--- config.mk ---
export PLATFORM = sky130hd
export DESIGN_NAME = ata_dev_irq_fsm
export DESIGN_NICKNAME = d
export VERILOG_FILES = /design/src/rtl/ata_irq_pkg.sv /design/src/rtl/ata_irq_ctrl.sv /design/src/rtl/ata_irq_dpath.sv /design/src/rtl/ata_dev_irq_fsm.sv
export SDC_FILE = /design/constraint.sdc
export NUM_CORES = 1
export LEC_CHECK = 0
export BUFFER_PORTS_ARGS = -buffer_cell sky130_fd_sc_hd__buf_2
export CAP_MARGIN = 10
export CELL_PAD_IN_SITES_DETAIL_PLACEMENT = 0
export CELL_PAD_IN_SITES_GLOBAL_PLACEMENT = 1
export CORE_MARGIN = 2
export CORE_UTILIZATION = 40
export CTS_CLUSTER_DIAMETER = 150
export DETAILED_ROUTE_END_ITERATION = 12
export PLACE_DENSITY_LB_ADDON = 0.15
export SYNTH_ARGS = -nofsm -noshare
export SYNTH_HDL_FRONTEND = slang
export SYNTH_SLANG_ARGS = --single-unit
--- constraint.sdc ---
create_clock -name clk -period 3.5 [get_ports clk]
set_input_delay 0.875 -clock clk [delete_from_list [all_inputs] [get_ports clk]]
set_output_delay 0.875 -clock clk [all_outputs]
set_load 0.02 [all_outputs]
--- src/rtl/ata_irq_pkg.sv ---
package ata_irq_pkg;

  localparam int PHASE_W = 4;

  typedef enum logic [PHASE_W-1:0] {
    PH_IDLE_S   = 4'd0,
    PH_IDLE_SI  = 4'd1,
    PH_IDLE_NS  = 4'd2,
    PH_BUSY     = 4'd3,
    PH_DRDY_IN  = 4'd4,
    PH_XFER_IN  = 4'd5,
    PH_DRDY_OUT = 4'd6,
    PH_XFER_OUT = 4'd7,
    PH_DMA      = 4'd8
  } phase_e;

  // Strobes from control to datapath, valid for one cycle
  typedef struct packed {
    logic post;
    logic clear;
    logic ack;
    logic start;
    logic dmaDone;
    logic seekSet;
    logic abortSet;
    logic abortClr;
  } ctrl_strb_t;

endpackage

--- src/rtl/ata_irq_ctrl.sv ---
module ata_irq_ctrl
  import ata_irq_pkg::*;
#(
  parameter bit DEV_SLOT = 1'b0
) (
  input  logic       clk,
  input  logic       rst_n,
  input  logic       selWrStb,
  input  logic       chanSelBit,
  input  logic       statRdStb,
  input  logic       cmdWrStb,
  input  logic       pioInRdy,
  input  logic       pioOutRdy,
  input  logic       cmdDoneStb,
  input  logic       dmaGoStb,
  input  logic       dmaDoneStb,
  input  logic       dmaAbortStb,
  input  logic       cmdErrStb,
  input  logic       nIenBit,
  input  logic       irqOwed,
  output phase_e     phase,
  output ctrl_strb_t strb
);

  localparam phase_e RESET_PHASE = (DEV_SLOT == 1'b0) ? PH_IDLE_S : PH_IDLE_NS;

  phase_e phaseNx;
  logic   selNow;

  assign selNow = (chanSelBit == DEV_SLOT);

  always_comb begin
    phaseNx = phase;
    strb    = '0;
    unique case (phase)
      PH_IDLE_SI: begin
        if (selWrStb && !selNow) begin
          phaseNx    = PH_IDLE_NS;
          strb.clear = 1'b1;
        end else if (statRdStb || nIenBit) begin
          phaseNx    = PH_IDLE_S;
          strb.clear = 1'b1;
          strb.ack   = 1'b1;
        end else if (cmdWrStb) begin
          phaseNx    = PH_BUSY;
          strb.clear = 1'b1;
          strb.ack   = 1'b1;
          strb.start = 1'b1;
        end
      end
      PH_IDLE_NS: begin
        if (selWrStb && selNow) begin
          if (!nIenBit && irqOwed) begin
            phaseNx   = PH_IDLE_SI;
            strb.post = 1'b1;
          end else begin
            phaseNx  = PH_IDLE_S;
            strb.ack = 1'b1;
          end
        end
      end
      PH_IDLE_S: begin
        if (selWrStb && !selNow) begin
          phaseNx = PH_IDLE_NS;
        end else if (cmdWrStb) begin
          phaseNx    = PH_BUSY;
          strb.start = 1'b1;
        end
      end
      PH_BUSY: begin
        if (dmaGoStb) begin
          phaseNx = PH_DMA;
        end else if (pioInRdy) begin
          phaseNx   = nIenBit ? PH_XFER_IN : PH_DRDY_IN;
          strb.post = !nIenBit;
        end else if (pioOutRdy) begin
          phaseNx   = nIenBit ? PH_XFER_OUT : PH_DRDY_OUT;
          strb.post = !nIenBit;
        end else if (cmdDoneStb || cmdErrStb) begin
          phaseNx   = nIenBit ? PH_IDLE_S : PH_IDLE_SI;
          strb.post = !nIenBit;
        end
      end
      PH_DRDY_IN: begin
        if (statRdStb) begin
          phaseNx    = PH_XFER_IN;
          strb.clear = 1'b1;
          strb.ack   = 1'b1;
        end
      end
      PH_DRDY_OUT: begin
        if (statRdStb) begin
          phaseNx    = PH_XFER_OUT;
          strb.clear = 1'b1;
          strb.ack   = 1'b1;
        end
      end
      PH_XFER_IN: begin
        if (pioInRdy) begin
          phaseNx   = nIenBit ? PH_XFER_IN : PH_DRDY_IN;
          strb.post = !nIenBit;
        end else if (cmdDoneStb || cmdErrStb) begin
          phaseNx   = nIenBit ? PH_IDLE_S : PH_IDLE_SI;
          strb.post = !nIenBit;
        end
      end
      PH_XFER_OUT: begin
        if (pioOutRdy) begin
          phaseNx   = nIenBit ? PH_XFER_OUT : PH_DRDY_OUT;
          strb.post = !nIenBit;
        end else if (cmdDoneStb || cmdErrStb) begin
          phaseNx   = nIenBit ? PH_IDLE_S : PH_IDLE_SI;
          strb.post = !nIenBit;
        end
      end
      PH_DMA: begin
        if (cmdErrStb || dmaDoneStb) begin
          phaseNx       = nIenBit ? PH_IDLE_S : PH_IDLE_SI;
          strb.post     = !nIenBit;
          strb.seekSet  = 1'b1;
          strb.dmaDone  = 1'b1;
          strb.abortClr = cmdErrStb;
        end else if (dmaAbortStb) begin
          strb.abortSet = 1'b1;
        end
      end
      default: phaseNx = RESET_PHASE;
    endcase
  end

  always_ff @(posedge clk) begin
    if (!rst_n) phase <= RESET_PHASE;
    else        phase <= phaseNx;
  end

endmodule

--- src/rtl/ata_irq_dpath.sv ---
module ata_irq_dpath
  import ata_irq_pkg::*;
(
  input  logic       clk,
  input  logic       rst_n,
  input  ctrl_strb_t strb,
  output logic       irqPostPulse,
  output logic       irqClearPulse,
  output logic       cmdStartPulse,
  output logic       dmaDonePulse,
  output logic       seekStatus,
  output logic       irqPending,
  output logic       irqOwed,
  output logic       dmaAborted
);

  always_ff @(posedge clk) begin
    if (!rst_n) begin
      irqPostPulse  <= 1'b0;
      irqClearPulse <= 1'b0;
      cmdStartPulse <= 1'b0;
      dmaDonePulse  <= 1'b0;
    end else begin
      irqPostPulse  <= strb.post;
      irqClearPulse <= strb.clear;
      cmdStartPulse <= strb.start;
      dmaDonePulse  <= strb.dmaDone;
    end
  end

  // Channel-visible flag lags the request pulse by one clock
  always_ff @(posedge clk) begin
    if (!rst_n)             irqPending <= 1'b0;
    else if (irqPostPulse)  irqPending <= 1'b1;
    else if (irqClearPulse) irqPending <= 1'b0;
  end

  // Owed interrupt survives deselection; only an acknowledge retires it
  always_ff @(posedge clk) begin
    if (!rst_n)        irqOwed <= 1'b0;
    else if (strb.post) irqOwed <= 1'b1;
    else if (strb.ack)  irqOwed <= 1'b0;
  end

  always_ff @(posedge clk) begin
    if (!rst_n)            seekStatus <= 1'b0;
    else if (strb.start)   seekStatus <= 1'b0;
    else if (strb.seekSet) seekStatus <= 1'b1;
  end

  always_ff @(posedge clk) begin
    if (!rst_n)             dmaAborted <= 1'b0;
    else if (strb.abortClr) dmaAborted <= 1'b0;
    else if (strb.abortSet) dmaAborted <= 1'b1;
  end

endmodule

--- src/rtl/ata_dev_irq_fsm.sv ---
module ata_dev_irq_fsm
  import ata_irq_pkg::*;
#(
  parameter bit DEV_SLOT = 1'b0
) (
  input  logic               clk,
  input  logic               rst_n,
  input  logic               selWrStb,
  input  logic               chanSelBit,
  input  logic               statRdStb,
  input  logic               cmdWrStb,
  input  logic               pioInRdy,
  input  logic               pioOutRdy,
  input  logic               cmdDoneStb,
  input  logic               dmaGoStb,
  input  logic               dmaDoneStb,
  input  logic               dmaAbortStb,
  input  logic               cmdErrStb,
  input  logic               nIenBit,
  output logic               irqPostPulse,
  output logic               irqClearPulse,
  output logic               cmdStartPulse,
  output logic               dmaDonePulse,
  output logic               seekStatus,
  output logic               irqPending,
  output logic               dmaAborted,
  output logic [PHASE_W-1:0] devPhase
);

  phase_e     phase;
  ctrl_strb_t strb;
  logic       irqOwed;

  ata_irq_ctrl #(.DEV_SLOT(DEV_SLOT)) ctrl_i (
    .clk        (clk),
    .rst_n      (rst_n),
    .selWrStb   (selWrStb),
    .chanSelBit (chanSelBit),
    .statRdStb  (statRdStb),
    .cmdWrStb   (cmdWrStb),
    .pioInRdy   (pioInRdy),
    .pioOutRdy  (pioOutRdy),
    .cmdDoneStb (cmdDoneStb),
    .dmaGoStb   (dmaGoStb),
    .dmaDoneStb (dmaDoneStb),
    .dmaAbortStb(dmaAbortStb),
    .cmdErrStb  (cmdErrStb),
    .nIenBit    (nIenBit),
    .irqOwed    (irqOwed),
    .phase      (phase),
    .strb       (strb)
  );

  ata_irq_dpath dpath_i (
    .clk          (clk),
    .rst_n        (rst_n),
    .strb         (strb),
    .irqPostPulse (irqPostPulse),
    .irqClearPulse(irqClearPulse),
    .cmdStartPulse(cmdStartPulse),
    .dmaDonePulse (dmaDonePulse),
    .seekStatus   (seekStatus),
    .irqPending   (irqPending),
    .irqOwed      (irqOwed),
    .dmaAborted   (dmaAborted)
  );

  assign devPhase = phase;

endmodule

* Word-level counts from Yosys, hierarchy flattened
Cells that the tools add are included.
Word-level totals: flip-flop bits (word level) 12, bits of input ports 14, output and inout port bits 11, word-level logic and storage cells 87
Operators by class: equality and inequality tests 12, mux-type cells 49, bitwise operators 2, reductions and logical operators 15
Operators with widths (number):
- $mux W4 | 13
- $pmux W4 S9 | 1
- $mux W1 | 25
- $eq A4 B3 Y1 const B | 4
- $eq A4 B2 Y1 const B | 2
- $mux W2 | 4
- $mux W3 | 2
- $reduce_or A2 Y1 | 3
- $pmux W1 S5 | 1
- $eq A4 B1 Y1 const B | 1
- $eq A4 B4 Y1 const B | 1
- $logic_not A4 Y1 | 1
- $ne A2 B1 Y1 const B | 2
- $ne A2 B2 Y1 const B | 2
- $pmux W1 S2 | 2
- $reduce_and A4 Y1 | 1
- $reduce_bool A2 Y1 | 2
- $logic_and A1 B1 Y1 | 3
- $logic_or A1 B1 Y1 | 3
- $pmux W1 S3 | 1
- $not A1 Y1 | 2
- $reduce_and A2 Y1 | 1
- $logic_not A1 Y1 | 1

* Logic depth before layout (Yosys ltp)
Gate-level depths: netlist of run 1.
word-level depth 7, mapped depth 6, mapped depth without buffers 4

* Modules after synthesis
Synthesis of run 1 repeated with hierarchy kept, for this count alone.
Second synthesis, totals: cells, all modules 108, area total of the unflattened synthesis 859.6 sq um
Modules (own cells, without submodules):
- ata_irq_ctrl | times used 1, cells each 88, area each 609.3 sq um, seq. area each 80.1 sq um
- ata_irq_dpath | times used 1, cells each 20, area each 250.2 sq um, seq. area each 160.2 sq um

* Worst setup path after synthesis of run 1
OpenSTA, ideal clock, no wires.
kind input port to flip-flop, from in nIenBit, to reg dpath_i.irqClearPulse, library setup time 0.115 ns, arrival 1.683 ns, required time 3.385 ns, setup slack 1.702 ns, stages 5, path buffers 1, cells stage by stage clkbuf_2 > or3_1 > o211ai_1 > o21ai_0 > and2_1
On the way: cells in the longest elaborated chain, start to end 4
RTL lines:
- from (decl) | line ata_dev_irq_fsm.sv:19 | input logic nIenBit,
- $logic_or A1 B1 Y1 | line ata_irq_ctrl.sv:40 | end else if (statRdStb || nIenBit) begin
- $mux W2 | line ata_irq_ctrl.sv:40
- $mux W1 | line ata_irq_ctrl.sv:37 | if (selWrStb && !selNow) begin
- $pmux W1 S2 | line ata_irq_ctrl.sv:35 | unique case (phase)
- to (signal assigned) | line ata_irq_dpath.sv:25 | irqClearPulse <= strb.clear;
- to (decl) | line ata_irq_dpath.sv:8 | output logic irqClearPulse,
Every way passes these cells. A chain may end at the register's enable or synchronous reset.

* Worst setup path in the final report of run 1
from reg ctrl_i.phase[2], to out devPhase[2]
RTL lines:
- from (decl) | line ata_irq_ctrl.sv:21 | output phase_e phase,
- from (signal assigned) | line ata_irq_ctrl.sv:133 | else phase <= phaseNx;
- to (decl) | line ata_dev_irq_fsm.sv:27 | output logic [PHASE_W-1:0] devPhase
No word-level cell between the ends.

==> results.yml, run 1 <==
power:
  leakage_nw: 0.4335
  peakVddDrop_mv: 0.2856
  power_frac_clock: 0.314
  switching_share: 0.3202
  p_int_mw: 0.2402
  power_frac_comb: 0.240
  power.switching_mw: 0.1131
  p_seq_frac: 0.446
  p_per_area_nw_per_um2: 326.8
global_routing:
  grt_overflow: 0
  grt_max_degree: 20
  track_usage: 0.1899
  grt_pass1_wl_mm: 3.912
  antenna_found_initial: 0
  grt_pass1_vias: 816
setup_path:
  startpoint: "ctrl_i.phase[2]"
  worstSetupEndpoint: "devPhase[2]"
  crit_buf_inv: 1
  r2r_slack_ns: 1.72
  crit_fanout: 19
  cp_slowest_cell: "dfxtp_1"
  arrival_ns: 1.39
  critPathTopFamily: "flip-flops"
  end_kind: "primary output"
  crit_path_start_kind: "register"
  path_cells: "buf_2"
  cpPeakStageDelay_ns: 0.83
  cp_num_cells: 1
  crit_required_ns: 2.62
  r2r_end: "dpath_i.irqPostPulse"
  rr_worst_depth: 4
  path_class: "register to primary output"
  r2r_start: "ctrl_i.phase[0]"
clocking:
  root_buffer: "clkbuf_4"
  cts_resized: 0
  cts_buffers: 3
  clock-sinks: 12
  cts_tree: "done"
  postCtsSetupBuffers: 0
  cts.clk_slew.worst_paths_ns: 0.08
  insertion_delay_ns: 0.27
  hold_buffers: 0
  cts_buffer_depth: 2
  cts_max_level: 1
floorplanning:
  io_pins: 25
  dieWidth_um: 52.70
  fp.dieArea_um2: 2777
  initial_core_util: 0.4247
  rows: 17
  fp.dieH_um: 52.70
  core-area_um2: 2233
detailed_routing:
  drt-pass1-iter-count: 4
  drt_iter0_drc: 15
  dr_wl_met3_um: 102
  met2_wirelength_mm: 1.143
  vias: 933
  top_layer: "met4"
  routed_wl_mm: 2.427
  post-route-drc-count: 0
  drtAntennaViolNets: 0
  drt-met1-wl_mm: 1.167
  vias_per_cell: 5.831
  wl_per_cell_um: 15.17
yosys:
  yosysUniqueCellTypes: 52
  synth_ff_type: "dfxtp_1"
  ys_warn_count: 0
  ys_ff_latch: 12
  synth_area_um2: 948.4
  synth_edf_count: 0
  syn_inst: 112
  syn_avg_cell_area_um2: 8.468
  seq_area_frac_synth: 0.2533
  synth_nets: 126
  ys_async_sr_fraction: 0
final_layout:
  n_antenna_cell: 0
  final_nets: 147
  area_delta_synth_final_pct: 13.98
  final_layout_size_suffix_gt1_frac: 0.3030
  multi_input_area_um2: 623.1
  seqCellArea_um2: 240.2
  n_fill_cell: 253
  layout_common_cells: "buf_2 (24), dfxtp_1 (12), nand2b_1 (7)"
  layout_commonest_cell: "buf_2"
  final_cells: 160
  utilization: 0.4840
timing:
  hold_slack_ns: 0.4693
  setup-tns-final_ns: 0
  fin_crit_sh: 0.6479
  min_period_ns: 2.268
  fin_worst_skew_ns: 0.0006049
  setup_violations: 0
  rsz0062_at_grt: "no"
  max_slew_margin: 0.4797
  max_freq_ghz: 0.4410
  tightestPinTransition_ns: 0.7794
  finalHoldViolCount: 0
  slew_violations: 0
worst_hold_path:
  hp-start: "dpath_i.irqPostPulse"
  hold_path_class: "register to register"
flow_run:
  maxCapViolations: 0
run_status:
  outcome: "completed"
placement:
  hpwl_mm: 1.815
  port-buffer-count: 24
  numPlacedInstances: 156
  place.gp.congestion: 0.8214
==> how the worst min path moves through the flow <==
stage / cells past startpoint / slack, ns / endpoint
after floorplan: 4 / 0.56 / dpath_i.irqOwed
after global placement: 2 / 0.44 / dpath_i.irqPending
after detailed placement: 2 / 0.45 / dpath_i.irqPending
after CTS: 2 / 0.47 / dpath_i.irqPending
after global routing: 2 / 0.51 / dpath_i.irqPending
final: 2 / 0.47 / dpath_i.irqPending
==> cell usage after synthesis (3+ instances only) <==
master | number | area [um^2]
o2111ai_1 | 4 | 35.03
o21ai_0 | 6 | 30.03
and2_1 | 3 | 18.77
a31oi_1 | 3 | 18.77
nand4b_1 | 3 | 26.28
nand2b_1 | 7 | 43.79
inv_1 | 6 | 22.52
a21oi_1 | 4 | 20.02
dfxtp_1 | 12 | 240.2
a22oi_1 | 3 | 22.52
buf_6 | 3 | 33.78
nor2b_1 | 4 | 25.02
nor2_1 | 6 | 22.52
==> cell type report <==
class                           count  area share
Clock buffer                        4     0.03356
Tap cell                           28     0.03241
Sequential cell                    12      0.2222
Timing Repair Buffer               24      0.1111
Inverter                            7     0.02431
Multi-Input combinational cell     85      0.5764
==> logic make-up (layout without fill, tap and decap cells) <==
kind of cell / count (synthesis) / after routing / synth area share
flip-flops: 12 / 12 / 0.2533
AO/OA/AOI/OAI: 40 / 40 / 0.3378
multiplexers: 1 / 1 / 0.01187
AND/OR/NAND/NOR: 44 / 44 / 0.3074
buffers and inverters: 15 / 35 / 0.08970
==> flip-flops by register name (all words and copies together), names as in the netlist <==
| register | cells |
|---|---|
| ctrl_i.phase | 4 |
| dpath_i.cmdStartPulse | 1 |
| dpath_i.dmaAborted | 1 |
| dpath_i.dmaDonePulse | 1 |
| dpath_i.irqClearPulse | 1 |
| dpath_i.irqOwed | 1 |
| dpath_i.irqPending | 1 |
| dpath_i.irqPostPulse | 1 |
| dpath_i.seekStatus | 1 |
==> worst reg2reg max path: stages, from the launching register on <==
cell	delay [ns]
dfxtp_1	0.71
and2b_1	0.44
o211ai_4	0.14
o211a_1	0.29
a21oi_1	0.14
==> metal layers <==
layer	vias to the layer above	GRT usage
li1	465	-
met1	440	0.2660
met2	26	0.3063
met3	2	0.04571
met4	0	0.01282
met5	-	0
==> through the flow <==
step	setup slack (ns)	power (mW)	area, um^2
final	1.232	0.3533	1081
after floorplan	1.702	0.2218	948.4
after global placement	1.559	0.2446	1045
after global routing	1.171	0.3736	1081
after detailed placement	1.512	0.2452	1045
after CTS	1.229	0.3566	1081
==> power groups by stage <==
stage | clock network [mW] | logic [mW] | registers (mW)
6_report | 0.111 | 0.0848 | 0.158
5_1_grt | 0.119 | 0.0950 | 0.159
4_1_cts | 0.114 | 0.0849 | 0.158
3_5_place_dp | 0 | 0.0846 | 0.161
3_3_place_gp | 0 | 0.0841 | 0.160
2_1_floorplan | 0 | 0.0649 | 0.157
Power figures use the tool's default switching activity.
==> run 2, diff against run 1 <==
CORE_UTILIZATION = 34   (was 40)
clock period = 1.9 ns   (was 3.5 ns; I/O delays follow)
==> run 2 against run 1 <==
  * Worst hold slack lost 0.019 ns
  * Worst setup slack got worse by 1.1 ns
  * Sequential share of layout area is 0.40 points lower
  * Final cell count up 3.8%
  * Critical path type unchanged
  * Largest cell class unchanged
==> results.yml, run 2 (synthesis gave the netlist of run 1 again) <==
timing:
  setup_violations: 0
  max_freq_ghz: 0.5771
  layout_setup_ws_ns: 0.1671
  fin_worst_skew_ns: 0.003662
  fin_crit_sh: 0.9121
  slew_violations: 0
  rsz0062_at_grt: "no"
  min_period_ns: 1.733
  max_slew_margin: 0.5976
  setup-tns-final_ns: 0
  tightestPinTransition_ns: 0.6028
  hold_slack_ns: 0.4504
  finalHoldViolCount: 0
setup_path:
  arrival_ns: 1.26
  crit_fanout: 14
  path_cells: "buf_2"
  r2r_start: "ctrl_i.phase[1]"
  rr_worst_depth: 4
  critPathTopFamily: "flip-flops"
  path_class: "register to primary output"
  r2r_end: "ctrl_i.phase[1]"
  cpPeakStageDelay_ns: 0.71
  crit_path_start_kind: "register"
  end_kind: "primary output"
  crit_required_ns: 1.42
  cp_slowest_cell: "dfxtp_1"
  crit_buf_inv: 1
  r2r_slack_ns: 0.20
floorplanning:
  dieWidth_um: 56.82
  initial_core_util: 0.3500
  io_pins: 25
  rows: 19
  core-area_um2: 2710
  fp.dieArea_um2: 3228
  fp.dieH_um: 56.82
power:
  leakage_nw: 0.4480
  peakVddDrop_mv: 0.3529
  p_per_area_nw_per_um2: 557.1
final_layout:
  layout_common_cells: "buf_2 (24), dfxtp_1 (12), nand2b_1 (7)"
  utilization: 0.4063
  final_layout_size_suffix_gt1_frac: 0.3185
  layout_commonest_cell: "buf_2"
  area_delta_synth_final_pct: 16.10
  final_nets: 151
  largest_reg_flops: 4
  largest-register: "ctrl_i.phase"
  n_antenna_cell: 0
detailed_routing:
  drtAntennaViolNets: 0
  post-route-drc-count: 0
  routed_wl_mm: 2.537
  drt_iter0_drc: 15
  vias_per_cell: 5.693
  drt-pass1-iter-count: 4
  wl_per_cell_um: 15.28
  vias: 945
clocking:
  cts_resized: 0
  postCtsSetupBuffers: 0
  clock-sinks: 12
  cts_buffers: 3
  hold_buffers: 0
  cts_max_level: 1
  cts.clk_slew.worst_paths_ns: 0.08
  insertion_delay_ns: 0.27
  cts_tree: "done"
  cts_buffer_depth: 2
  root_buffer: "clkbuf_4"
worst_hold_path:
  min_to: "dpath_i.dmaAborted"
  hp-start: "cmdErrStb"
  hold_path_class: "input port to register"
  hold_depth: 2
placement:
  place.gp.congestion: 0.7836
  hpwl_mm: 1.958
  dp_slack_ns: 0.2387
  port-buffer-count: 24
global_routing:
  grt_overflow: 0
  antenna_found_initial: 0
  track_usage: 0.1669
  grt_max_degree: 15
  grt_pass1_wl_mm: 4.264
  grt_pass1_vias: 888
flow_run:
  maxCapViolations: 0
run_status:
  outcome: "completed"
## run 2: cell count changes in the layout (fill, tap and decap cells not counted)
cell      delta
buf_4        +4
clkbuf_8     -1
## run 2: power by group
group          leakage (nW)  internal [mW]  switching (mW)
logic                 0.337         0.0693          0.0987
clock network        0.0138         0.0734          0.0884
registers            0.0973          0.260          0.0231
total                 0.448          0.403           0.210
## run 2: routing by layer
layer / track usage / up-vias / part of all wire
met5: 0 / - / 0
met4: 0.01993 / 0 / 0
met3: 0.04608 / 0 / 0.052
met2: 0.2641 / 28 / 0.45
met1: 0.2332 / 446 / 0.50
li1: - / 471 / -
## run 2: final cells by class
class	instances	area [um^2]
Multi-Input combinational cell	85	623.1
Clock buffer	3	22.52
Sequential cell	12	240.2
Inverter	7	26.28
Fill cell	301	1609
Timing Repair Buffer	28	150.1
Tap cell	31	38.79
## run 2: through the flow
| step | power (mW) | cell area (um^2) | std cells |
|---|---|---|---|
| final | 0.6134 | 1101 | 166 |
| after CTS | 0.6180 | 1101 | 166 |
| after global routing | 0.6504 | 1101 | 166 |
| after detailed placement | 0.4563 | 1079 | 163 |
| after global placement | 0.4569 | 1079 | 163 |
| after floorplan | 0.4086 | 948.4 | 112 |
## run 2: worst max path at each step
stage                    start  slack [ns]  cells after the start         endpoint
6_report       ctrl_i.phase[1]        0.17                      1      devPhase[1]
3_3_place_gp         cmdErrStb        0.29                      5  ctrl_i.phase[0]
5_1_grt        ctrl_i.phase[1]        0.06                      4  ctrl_i.phase[1]
4_1_cts        ctrl_i.phase[1]        0.16                      1      devPhase[1]
2_1_floorplan  ctrl_i.phase[2]        0.47                      5  dpath_i.irqOwed
3_5_place_dp   ctrl_i.phase[1]        0.24                      4  ctrl_i.phase[1]
